**config.mk**
```make
export PLATFORM = sky130hd
export DESIGN_NAME = barrier_unit
export DESIGN_NICKNAME = d
export VERILOG_FILES = /design/src/rtl/barrier_pkg.sv /design/src/rtl/barrier_cmd_eval.sv /design/src/rtl/barrier_query.sv /design/src/rtl/barrier_unit.sv
export SDC_FILE = /design/constraint.sdc
export NUM_CORES = 1
export LEC_CHECK = 0
export BUFFER_PORTS_ARGS = -buffer_cell sky130_fd_sc_hd__buf_2
export CAP_MARGIN = 20
export CORE_AREA = 2 2 185 187
export DETAILED_ROUTE_END_ITERATION = 7
export DIE_AREA = 0 0 187 189
export PLACE_DENSITY = 0.66
export SLEW_MARGIN = 20
export SYNTH_ARGS = -nofsm -noshare
export SYNTH_HDL_FRONTEND = slang
export SYNTH_SLANG_ARGS = --single-unit
```
**constraint.sdc**
```tcl
create_clock -name clk -period 9.1 [get_ports clk]
set_input_delay 0.91 -clock clk [delete_from_list [all_inputs] [get_ports clk]]
set_output_delay 0.91 -clock clk [all_outputs]
set_load 0.05 [all_outputs]
```
**src/rtl/barrier_pkg.sv**
```systemverilog
package barrier_pkg;

    parameter int CNT_W = 20;

    typedef enum logic [2:0] {
        OP_SETUP    = 3'd0,
        OP_INVAL    = 3'd1,
        OP_ARRIVE   = 3'd2,
        OP_PARTIAL  = 3'd3,
        OP_EXPECT   = 3'd4,
        OP_TX_DONE  = 3'd5
    } bar_op_e;

    typedef struct packed {
        logic             valid;
        logic             phase;
        logic [CNT_W-1:0] expected;
        logic [CNT_W-1:0] pending;
        logic [CNT_W-1:0] tx;
    } bar_obj_t;

endpackage

```
**src/rtl/barrier_cmd_eval.sv**
```systemverilog
module barrier_cmd_eval
    import barrier_pkg::*;
(
    input  bar_obj_t         obj_i,
    input  logic [2:0]       op_i,
    input  logic [CNT_W-1:0] arg_i,
    output bar_obj_t         obj_o,
    output logic             err_o,
    output logic             cpl_o
);

    logic [CNT_W:0] tx_sum;
    logic           try_close;
    bar_obj_t       nxt;

    assign tx_sum = {1'b0, obj_i.tx} + {1'b0, arg_i};

    always_comb begin
        nxt       = obj_i;
        err_o     = 1'b0;
        try_close = 1'b0;
        case (op_i)
            OP_SETUP: begin
                if (obj_i.valid || (arg_i == '0)) begin
                    err_o = 1'b1;
                end else begin
                    nxt.valid    = 1'b1;
                    nxt.phase    = 1'b0;
                    nxt.expected = arg_i;
                    nxt.pending  = arg_i;
                    nxt.tx       = '0;
                end
            end
            OP_INVAL: begin
                if (!obj_i.valid) err_o = 1'b1;
                else              nxt.valid = 1'b0;
            end
            OP_ARRIVE: begin
                if (!obj_i.valid || (obj_i.pending == '0)) begin
                    err_o = 1'b1;
                end else begin
                    nxt.pending = obj_i.pending - 1'b1;
                    try_close   = 1'b1;
                end
            end
            OP_PARTIAL: begin
                if (!obj_i.valid || (arg_i >= obj_i.pending)) begin
                    err_o = 1'b1;
                end else begin
                    nxt.pending = obj_i.pending - arg_i;
                end
            end
            OP_EXPECT: begin
                if (!obj_i.valid || (obj_i.pending == '0) || tx_sum[CNT_W]) begin
                    err_o = 1'b1;
                end else begin
                    nxt.tx      = tx_sum[CNT_W-1:0];
                    nxt.pending = obj_i.pending - 1'b1;
                    try_close   = 1'b1;
                end
            end
            OP_TX_DONE: begin
                if (!obj_i.valid) begin
                    err_o = 1'b1;
                end else if (arg_i > obj_i.tx) begin
                    err_o     = 1'b1;
                    nxt.tx    = '0;
                    try_close = 1'b1;
                end else begin
                    nxt.tx    = obj_i.tx - arg_i;
                    try_close = 1'b1;
                end
            end
            default: err_o = 1'b1;
        endcase

        cpl_o = 1'b0;
        if (try_close && (nxt.pending == '0) && (nxt.tx == '0)) begin
            nxt.phase   = ~obj_i.phase;
            nxt.pending = obj_i.expected;
            cpl_o       = 1'b1;
        end
        obj_o = nxt;
    end

endmodule

```
**src/rtl/barrier_query.sv**
```systemverilog
module barrier_query #(
    parameter int NUM_OBJ = 4,
    parameter int IDX_W   = 2
) (
    input  logic [NUM_OBJ-1:0] valid_vec,
    input  logic [NUM_OBJ-1:0] phase_vec,
    input  logic               mode_i,
    input  logic [IDX_W-1:0]   idx_i,
    input  logic               parity_i,
    input  logic [IDX_W:0]     token_i,
    output logic               done_o
);

    logic [IDX_W-1:0] sel;
    logic             ref_phase;

    always_comb begin
        if (mode_i) begin
            sel       = token_i[IDX_W:1];
            ref_phase = token_i[0];
        end else begin
            sel       = idx_i;
            ref_phase = parity_i;
        end
        done_o = 1'b0;
        for (int i = 0; i < NUM_OBJ; i++) begin
            if (int'(sel) == i) begin
                done_o = valid_vec[i] && (phase_vec[i] != ref_phase);
            end
        end
    end

endmodule

```
**src/rtl/barrier_unit.sv**
```systemverilog
module barrier_unit
    import barrier_pkg::*;
#(
    parameter  int NUM_OBJ = 4,
    localparam int IDX_W   = (NUM_OBJ > 1) ? $clog2(NUM_OBJ) : 1,
    localparam int TOK_W   = IDX_W + 1
) (
    input  logic               clk,
    input  logic               rst_n,
    input  logic               cmd_valid,
    input  logic [2:0]         cmd_op,
    input  logic [IDX_W-1:0]   cmd_idx,
    input  logic [CNT_W-1:0]   cmd_arg,
    output logic               rsp_valid,
    output logic               rsp_err,
    output logic [TOK_W-1:0]   rsp_token,
    output logic [NUM_OBJ-1:0] done_pulse,
    input  logic               qry_mode,
    input  logic [IDX_W-1:0]   qry_idx,
    input  logic               qry_parity,
    input  logic [TOK_W-1:0]   qry_token,
    output logic               qry_done
);

    typedef struct packed {
        bar_obj_t [NUM_OBJ-1:0] obj;
        logic                   rsp_valid;
        logic                   rsp_err;
        logic [TOK_W-1:0]       rsp_token;
        logic [NUM_OBJ-1:0]     done;
    } unit_st_t;

    unit_st_t           st_d, st_q;
    bar_obj_t           sel_obj, upd_obj;
    logic               idx_ok, eval_err, eval_cpl;
    logic [NUM_OBJ-1:0] valid_vec, phase_vec;

    always_comb begin
        idx_ok  = 1'b0;
        sel_obj = '0;
        for (int i = 0; i < NUM_OBJ; i++) begin
            if (int'(cmd_idx) == i) begin
                idx_ok  = 1'b1;
                sel_obj = st_q.obj[i];
            end
        end
    end

    barrier_cmd_eval u_eval (
        .obj_i (sel_obj),
        .op_i  (cmd_op),
        .arg_i (cmd_arg),
        .obj_o (upd_obj),
        .err_o (eval_err),
        .cpl_o (eval_cpl)
    );

    always_comb begin
        st_d           = st_q;
        st_d.rsp_valid = cmd_valid;
        st_d.rsp_err   = 1'b0;
        st_d.done      = '0;
        if (cmd_valid) begin
            st_d.rsp_token = {cmd_idx, sel_obj.phase};
            if (!idx_ok) begin
                st_d.rsp_err = 1'b1;
            end else begin
                st_d.rsp_err = eval_err;
                for (int i = 0; i < NUM_OBJ; i++) begin
                    if (int'(cmd_idx) == i) begin
                        st_d.obj[i]  = upd_obj;
                        st_d.done[i] = eval_cpl;
                    end
                end
            end
        end
    end

    always_ff @(posedge clk or negedge rst_n) begin
        if (!rst_n) st_q <= '0;
        else        st_q <= st_d;
    end

    for (genvar g = 0; g < NUM_OBJ; g++) begin : g_vec
        assign valid_vec[g] = st_q.obj[g].valid;
        assign phase_vec[g] = st_q.obj[g].phase;
    end

    barrier_query #(
        .NUM_OBJ (NUM_OBJ),
        .IDX_W   (IDX_W)
    ) u_query (
        .valid_vec (valid_vec),
        .phase_vec (phase_vec),
        .mode_i    (qry_mode),
        .idx_i     (qry_idx),
        .parity_i  (qry_parity),
        .token_i   (qry_token),
        .done_o    (qry_done)
    );

    assign rsp_valid  = st_q.rsp_valid;
    assign rsp_err    = st_q.rsp_err;
    assign rsp_token  = st_q.rsp_token;
    assign done_pulse = st_q.done;

endmodule

```
* Word level (Yosys, flattened, before mapping) *
Index checks and enable logic that the tools add are counted.

word-level totals
  bits in registers = 257
  output and inout bits = 10

cells by class
  add/subtract/negate cells = 4
  muxes and demuxes = 46
  reduce and logical (&&, ||, !) cells = 22
  order comparisons = 2
  bitwise logic cells = 1
  equality and inequality tests = 15

operators by type and width
  operator                 count
  $mux W62                 5
  $mux W20                 5
  $logic_not A20 Y1        4
  $pmux W20 S4             1
  $pmux W20 S3             1
  $mux W40                 1
  $sub A20 B20 Y20         2
  $mux W1                  26
  $add A20 B20 Y21         1
  $mux W21                 1
  $ge A20 B20 Y1           1
  $gt A20 B20 Y1           1
  $sub A20 B1 Y20 const B  1
  $reduce_and A3 Y1        4
  $eq A2 B2 Y1 const B     4
  $mux W8                  1
  $eq A3 B2 Y1 const B     2
  $eq A3 B3 Y1 const B     2
  $logic_and A1 B1 Y1      6
  $pmux W1 S6              1
  $eq A2 B1 Y1 const B     2
  $logic_not A2 Y1         2
  $logic_or A1 B1 Y1       4
  $mux W4                  1
  8 further kinds          11

* Depth between registers and ports, before layout *
Gate-level depths: netlist (run 1).

  depth in word-level cells = 17
  depth in mapped cells = 23
  gate-level depth less buffers = 17

* Hierarchy *
Synthesis (run 1) repeated with hierarchy kept, for this count alone.

unflattened totals
  cell total of the unflattened synthesis = 1540
  area total of the unflattened synthesis = 17127.7 um^2

by module, submodules not included
  module            area an instance (um^2)  times used  cells each  sequential area each (um^2)
  barrier_unit      11428.5                  1           636         6431.2
  barrier_cmd_eval  5590.4                   1           892         0.0
  barrier_query     108.9                    1           12          0.0

* Worst setup path before layout (run 1) *
No wires, ideal clock.

  path type = input port to flip-flop
  start point = input cmd_idx[0]
  end point = register st_q (netlist bit phase_vec[2])
  path buffers = 8
  setup time = 0.071 ns
  arrival = 7.272 ns
  slack = 1.757 ns
  stages = 22
  required time = 9.029 ns
  cells stage by stage = buf_6 buf_6 buf_6 buf_1 buf_1 mux4_2 ha_1 clkbuf_1 inv_1 a221oi_1 a21oi_1 o211ai_1 a31oi_1 or2_2 clkbuf_1 a222oi_1 and4b_1 nand4b_1 or4_1 buf_2 or4_1 nand3_1

between the ends
  cells in the longest elaborated chain, start to end = 14
  elaborated cells between the ends (all ways) = 44
  classes of those cells = 4 x add/sub; 2 x order compare; 3 x eq/ne; 22 x mux; 1 x bitwise; 12 x reduce/logical

RTL lines
  what                                                                       RTL line            source
  from (decl)                                                                barrier_unit.sv:12  input logic [IDX_W-1:0] cmd_idx,
  parallel branches: the longest is 14 deep, another holds $add A20 B20 Y21  -
  to (signal assigned)                                                       barrier_unit.sv:81  else st_q <= st_d;
  to (decl)                                                                  barrier_unit.sv:33  unit_st_t st_d, st_q;

Several ways; the timed one is not identified.
A chain may end at the register's enable or synchronous reset.

* Worst setup path in the final report (run 1) *
  start point = input cmd_idx[0]
  end point = register st_q[228] in the netlist's numbering

between the ends
  cells in the longest elaborated chain, start to end = 14
  elaborated cells between the ends (all ways) = 42
  classes of those cells = 4 x add/sub; 2 x order compare; 3 x eq/ne; 21 x mux; 12 x reduce/logical

RTL lines
  what
  parallel branches: the longest is 14 deep, another holds $add A20 B20 Y21

Several ways; the timed one is not identified.

==> results.cfg, run 1 <==
[timing]
tns_ns = 0
finalCritPeriodShare_pct = 81.7
fin_hold_ws_ns = 0.334
grt_setup_unrepaired = no
slew_violations = 0
worst_slew_pin_slew_ns = 0.990
min_period_ns = 7.43
fmax_mhz = 135
slew_headroom_pct = 33.8
clock_skew_ns = 0.0283
setup_violations = 0
hold_viol_final = 0

[status]
status = finished clean

[layout]
final_cell_mix = 257 x dfrtp_1, 235 x nand2_1, 212 x o21ai_0, 192 x nor2_1, 89 x a21oi_1
area_growth_pct = 9.33
mostFrequentLayoutCell = dfrtp_1
nets = 1907
fin_area_um2 = 18100
drive_gt1_share_pct = 11.2
multi_input_area_um2 = 9450
fillers = 3034
fin_cells = 2274
area.sequential_um2 = 6430

[detailed_routing]
first_pass_iters = 6
ant_nets = 0
drt-met1-wl_mm = 22.8
met2WireLength_mm = 23.7
wl_met3_mm = 4.69
via_per_inst = 6.54
wl_mm = 53.4
first_iter_violations = 1730
vias = 14900
wl_per_cell_um = 23.5
drc = 0
top_layer_used = met5

[die]
die-height_um = 189
io_pins = 45
floorplan.initialDensity_pct = 49.6
rows = 67
die_area_um2 = 35300
die_x_um = 187
core_um2 = 33300

[clock_tree]
post_cts_buffers = 0
cts_inserted_buffers = 28
clkSlewWorstSetupHoldPaths_ns = 0.06
clk_latency_ns = 0.59
cts_tree = built
cts_hold_buf = 0
post_cts_resized = 0
clock_path_buffers = 3
h-tree-depth = 1
cts.sinks = 257
clock-root-buffer = clkbuf_16

[place]
dp_hpwl_mm = 38.1
finalWeightedCongestion = 1.04
place_inst = 2225
portBuffers = 44
placed_cell_area_um2 = 17000

[synthesis]
yosysWarningCount = 0
netlist_area_um2 = 16500
synth-seq-cells = 257
yosysSeqAreaShare_pct = 38.9
syn_avg_cell_area_um2 = 9.02
synth-main-ff-cell = dfrtp_1
synthCells = 1831
synth-edff-count = 0
async_reset_ff_share_pct = 100
synthesis.nets = 1931
yosys.cell_types.count = 81

[power]
p_int_mw = 3.03
p_total_mw = 4.98
power_frac_seq_pct = 33.0
power.share.clock_pct = 25.9
p_switching_mw = 1.95
ir_drop_mv = 0.158
p_leak_nw = 7.59
switching_share_pct = 39.2
comb_power_share_pct = 41.1
p_per_area_nw_per_um2 = 276

[run]
maxCapViolCount = 0

[critical_path]
arrival_ns = 7.92
critical_path_class = primary input to register
end_kind = register
crit_fanout = 42
cp-start-kind = primary input
worstPathRequired_ns = 9.59

[grt]
track_usage_pct = 30.2
grt_pass1_vias = 14100
overflow = 0
antenna_found_initial = 2
grt_max_degree = 168
grt_first_pass_wirelength_mm = 83.8

[hold_path]
hold_path_class = primary input to asynchronous set/reset pin
-- synthesized netlist by cell type (14+ instances only) --
master	n	area [µm²]
nand3_1	43	215
nor2b_1	14	87.6
xnor2_1	31	272
nor4_1	15	93.8
o21a_1	15	113
a211oi_1	16	120
or3_1	24	150
inv_1	48	180
dfrtp_1	257	6430
nand2_1	235	882
a21o_1	16	120
a31oi_1	69	432
or4_1	16	120
mux2i_1	25	250
ha_1	62	776
o22ai_1	16	100
nor3_1	23	115
mux4_2	61	1370
clkbuf_1	86	323
a21oi_1	89	445
a21boi_0	14	105
o21ai_0	212	1060
nand2b_1	18	113
nor2_1	193	724
-- cell families (layout without fill, tap and decap cells) --
family,count (synthesis),in the layout,share of synthesized area (%)
simple gates,645,645,17.9
compound gates,564,564,21.4
other cells,0,1,0
buf+inv,166,160,4.14
fa+ha+maj,65,65,5.06
xor+xnor,43,43,2.28
flops,257,257,38.9
mux,91,91,10.3
-- final timing paths --
path,from,end,slack [ns],cells past startpoint
setup / recovery,cmd_idx[0],st_q[228]$_DFFE_PN0P_,1.67,16
hold / removal,rst_n,done_pulse[0]$_DFF_PN0_,0.33,1
setup reg to reg,st_q[199]$_DFFE_PN0P_,st_q[228]$_DFFE_PN0P_,2.63,14
hold reg to reg,st_q[25]$_DFFE_PN0P_,st_q[25]$_DFFE_PN0P_,0.48,2
max in group asynchronous,rst_n,st_q[27]$_DFFE_PN0P_,7.38,2
min in group clk,st_q[25]$_DFFE_PN0P_,st_q[25]$_DFFE_PN0P_,0.48,2
-- power groups by stage --
stage | clock, mW | combinational [mW] | sequential (mW)
5_1_grt | 1.36 | 2.22 | 1.68
6_report | 1.29 | 2.05 | 1.64
4_1_cts | 1.31 | 1.99 | 1.64
3_5_place_dp | 0 | 1.98 | 1.66
2_1_floorplan | 0 | 1.44 | 1.60
3_3_place_gp | 0 | 1.95 | 1.64
-- critical path, stage by stage --
cell,delay [ns]
buf_4,0.60
buf_4,0.40
mux4_2,0.63
ha_1,0.53
inv_1,0.15
a21oi_1,0.19
nand3_1,0.19
o211ai_1,0.41
a31oi_1,0.37
or2_2,0.63
a222oi_1,0.94
nand4_1,0.33
nor4_2,0.76
buf_4,0.37
nand3_1,0.18
a31oi_1,0.22
-- final cells by class --
class / count / share of cell area, %
Antenna cell: 1 / 0.0139
Clock buffer: 34 / 4.28
Clock inverter: 14 / 1.51
Inverter: 49 / 1.02
Multi-Input combinational cell: 1408 / 52.3
Sequential cell: 257 / 35.6
Tap cell: 448 / 3.10
Timing Repair Buffer: 63 / 2.16
-- sequential cells by signal (all words and copies together), names as in the netlist --
register    count
phase_vec       4
done_pulse      4
rsp_err         1
st_q          244
rsp_token       3
rsp_valid       1
-- per-layer routing --
layer	vias up	global-route usage, %
li1	6691	-
met3	170	5.63
met2	765	46.6
met4	2	11.6
met1	7248	42.4
met5	-	0
-- stage by stage --
stage	worst slack [ns]	util (%)
5_1_grt	1.11	54.3
4_1_cts	1.87	54.3
6_report	1.67	54.3
3_3_place_gp	1.48	51.1
3_5_place_dp	1.25	51.1
2_1_floorplan	1.76	-
(Power assumes the default switching activity.)
==> run 2, diff against run 1 <==
==> constraint.sdc (replaced) <==
create_clock -name clk -period 7.09 [get_ports clk]
set_input_delay 0.709 -clock clk [delete_from_list [all_inputs] [get_ports clk]]
set_output_delay 0.709 -clock clk [all_outputs]
set_load 0.05 [all_outputs]
==> results.cfg, run 2 (same netlist as run 1, synthesis figures left out) <==
[status]
status = finished clean

[die]
die_x_um = 187
io_pins = 45
floorplan.initialDensity_pct = 49.6
rows = 67
core_um2 = 33300
die-height_um = 189
die_area_um2 = 35300

[layout]
area_growth_pct = 11.3
drive_gt1_share_pct = 13.7
mostFrequentLayoutCell = dfrtp_1
antennaDiodeCount = 0
largest_register_ffs = 244
nets = 1958
largest-register = st_q
final_cell_mix = 257 x dfrtp_1, 235 x nand2_1, 212 x o21ai_0, 192 x nor2_1, 89 x a21oi_1

[critical_path]
arrival_ns = 6.98
end_kind = register
worstPathCellList = buf_4 > buf_4 > mux4_2 > ha_1 > nand3_1 > nor3_1 > o21ai_0 > buf_4 > a31oi_2 > nor2_1 > or4_1 > a221oi_2 > nor4b_1 > nand4b_1 > or4_1 > or4_1 > nand3_1
ff2ff_setup_slack_ns = 1.10
crit_fanout = 26
cp-start-kind = primary input
cp_slowest_cell = or4_1
cpPeakStageDelay_ns = 0.79
worstPathRequired_ns = 7.60
critical_path_class = primary input to register

[grt]
overflow = 0
track_usage_pct = 32.0
grt_first_pass_wirelength_mm = 87.5
grt_pass1_vias = 14600
antenna_found_initial = 2
grt_max_degree = 163

[timing]
tns_ns = 0
fmax_mhz = 155
finalCritPeriodShare_pct = 91.3
setup_violations = 0
worst_slew_pin_slew_ns = 1.08
slew_headroom_pct = 27.7
hold_viol_final = 0
slew_violations = 0
fin_ws_ns = 0.619
grt_setup_unrepaired = no
min_period_ns = 6.47
clock_skew_ns = 0.0120

[clock_tree]
cts_inserted_buffers = 28
post_cts_resized = 0
cts.sinks = 257
clkSlewWorstSetupHoldPaths_ns = 0.06
cts_tree = built
h-tree-depth = 1
clk_latency_ns = 0.58
cts_hold_buf = 0
clock-root-buffer = clkbuf_16
clock_path_buffers = 3
post_cts_buffers = 0

[place]
portBuffers = 44
dp_hpwl_mm = 42.0
post-place-ws_ns = 0.163
finalWeightedCongestion = 1.10

[detailed_routing]
vias = 14900
top_layer_used = met5
drt-met1-wl_mm = 23.3
wl_per_cell_um = 24.2
met2WireLength_mm = 25.5
drc = 0
wl_mm = 56.3
wl_met3_mm = 5.00
first_iter_violations = 1375
via_per_inst = 6.42
ant_nets = 0
first_pass_iters = 5

[power]
p_per_area_nw_per_um2 = 345
p_leak_nw = 7.80
ir_drop_mv = 0.262

[run]
maxCapViolCount = 0

[hold_path]
hold_path_class = primary input to asynchronous set/reset pin
## run 2: cell count changes in the layout (fill, tap and decap cells not counted)
cell | before | now
clkbuf_8 | 5 | 10
bufinv_16 | 7 | 1
clkinv_2 | 5 | 7
a21boi_2 | 1 | 0
clkbuf_1 | 1 | 2
buf_4 | 20 | 69
a21boi_4 | 0 | 1
diode_2 | 1 | 0
clkinv_4 | 0 | 1
buf_12 | 1 | 3
## run 2: power by group
part / leakage (nW) / internal (mW) / switching [mW]
sequential: 3.24 / 1.89 / 0.227
clock: 0.476 / 0.867 / 0.613
combinational: 4.09 / 1.05 / 1.69
## run 2: path summary, 6_finish.rpt
path | startpoint | endpoint | cells after the start
setup / recovery | cmd_idx[0] | phase_vec[2]$_DFFE_PN0P_ | 17
hold / removal | rst_n | done_pulse[2]$_DFF_PN0_ | 1
setup reg to reg | st_q[163]$_DFFE_PN0P_ | phase_vec[2]$_DFFE_PN0P_ | 14
hold reg to reg | st_q[246]$_DFFE_PN0P_ | st_q[246]$_DFFE_PN0P_ | 2
max in group asynchronous | rst_n | st_q[90]$_DFFE_PN0P_ | 2
min in group clk | cmd_valid | rsp_valid$_DFF_PN0_ | 1
## run 2: per-stage QoR
stage	hold WS, ns	cells	instance area (µm²)	util (%)	total power, mW
finish	0.130	2327	18400	55.3	6.34
detailed placement	0.466	2276	17400	52.4	4.80
floorplan	0.413	1831	16500	-	3.91
global route	0.216	2327	18400	55.3	6.71
CTS	0.172	2327	18400	55.3	6.31
global placement	0.456	2276	17400	52.4	4.77
## run 2: critical path: cells and delay by family
kind            cells  cell delay [ns]
simple gates        9             3.38
buf+inv             3             1.01
compound gates      3             0.80
mux                 1             0.62
fa+ha+maj           1             0.44
## run 2: cell type report
type	instances	area [µm²]
timing repair buffer	114	798
fill	2998	14900
tap	448	561
clock buffer	40	846
multi-input combinational	1408	9460
sequential	257	6430
inverter	49	184
clock inverter	11	111
## run 2: layer usage
layer | vias to the layer above | track usage (%)
met4 | 2 | 12.6
met1 | 7273 | 42.9
met3 | 177 | 7.15
met5 | - | 0
met2 | 678 | 50.8
li1 | 6799 | -
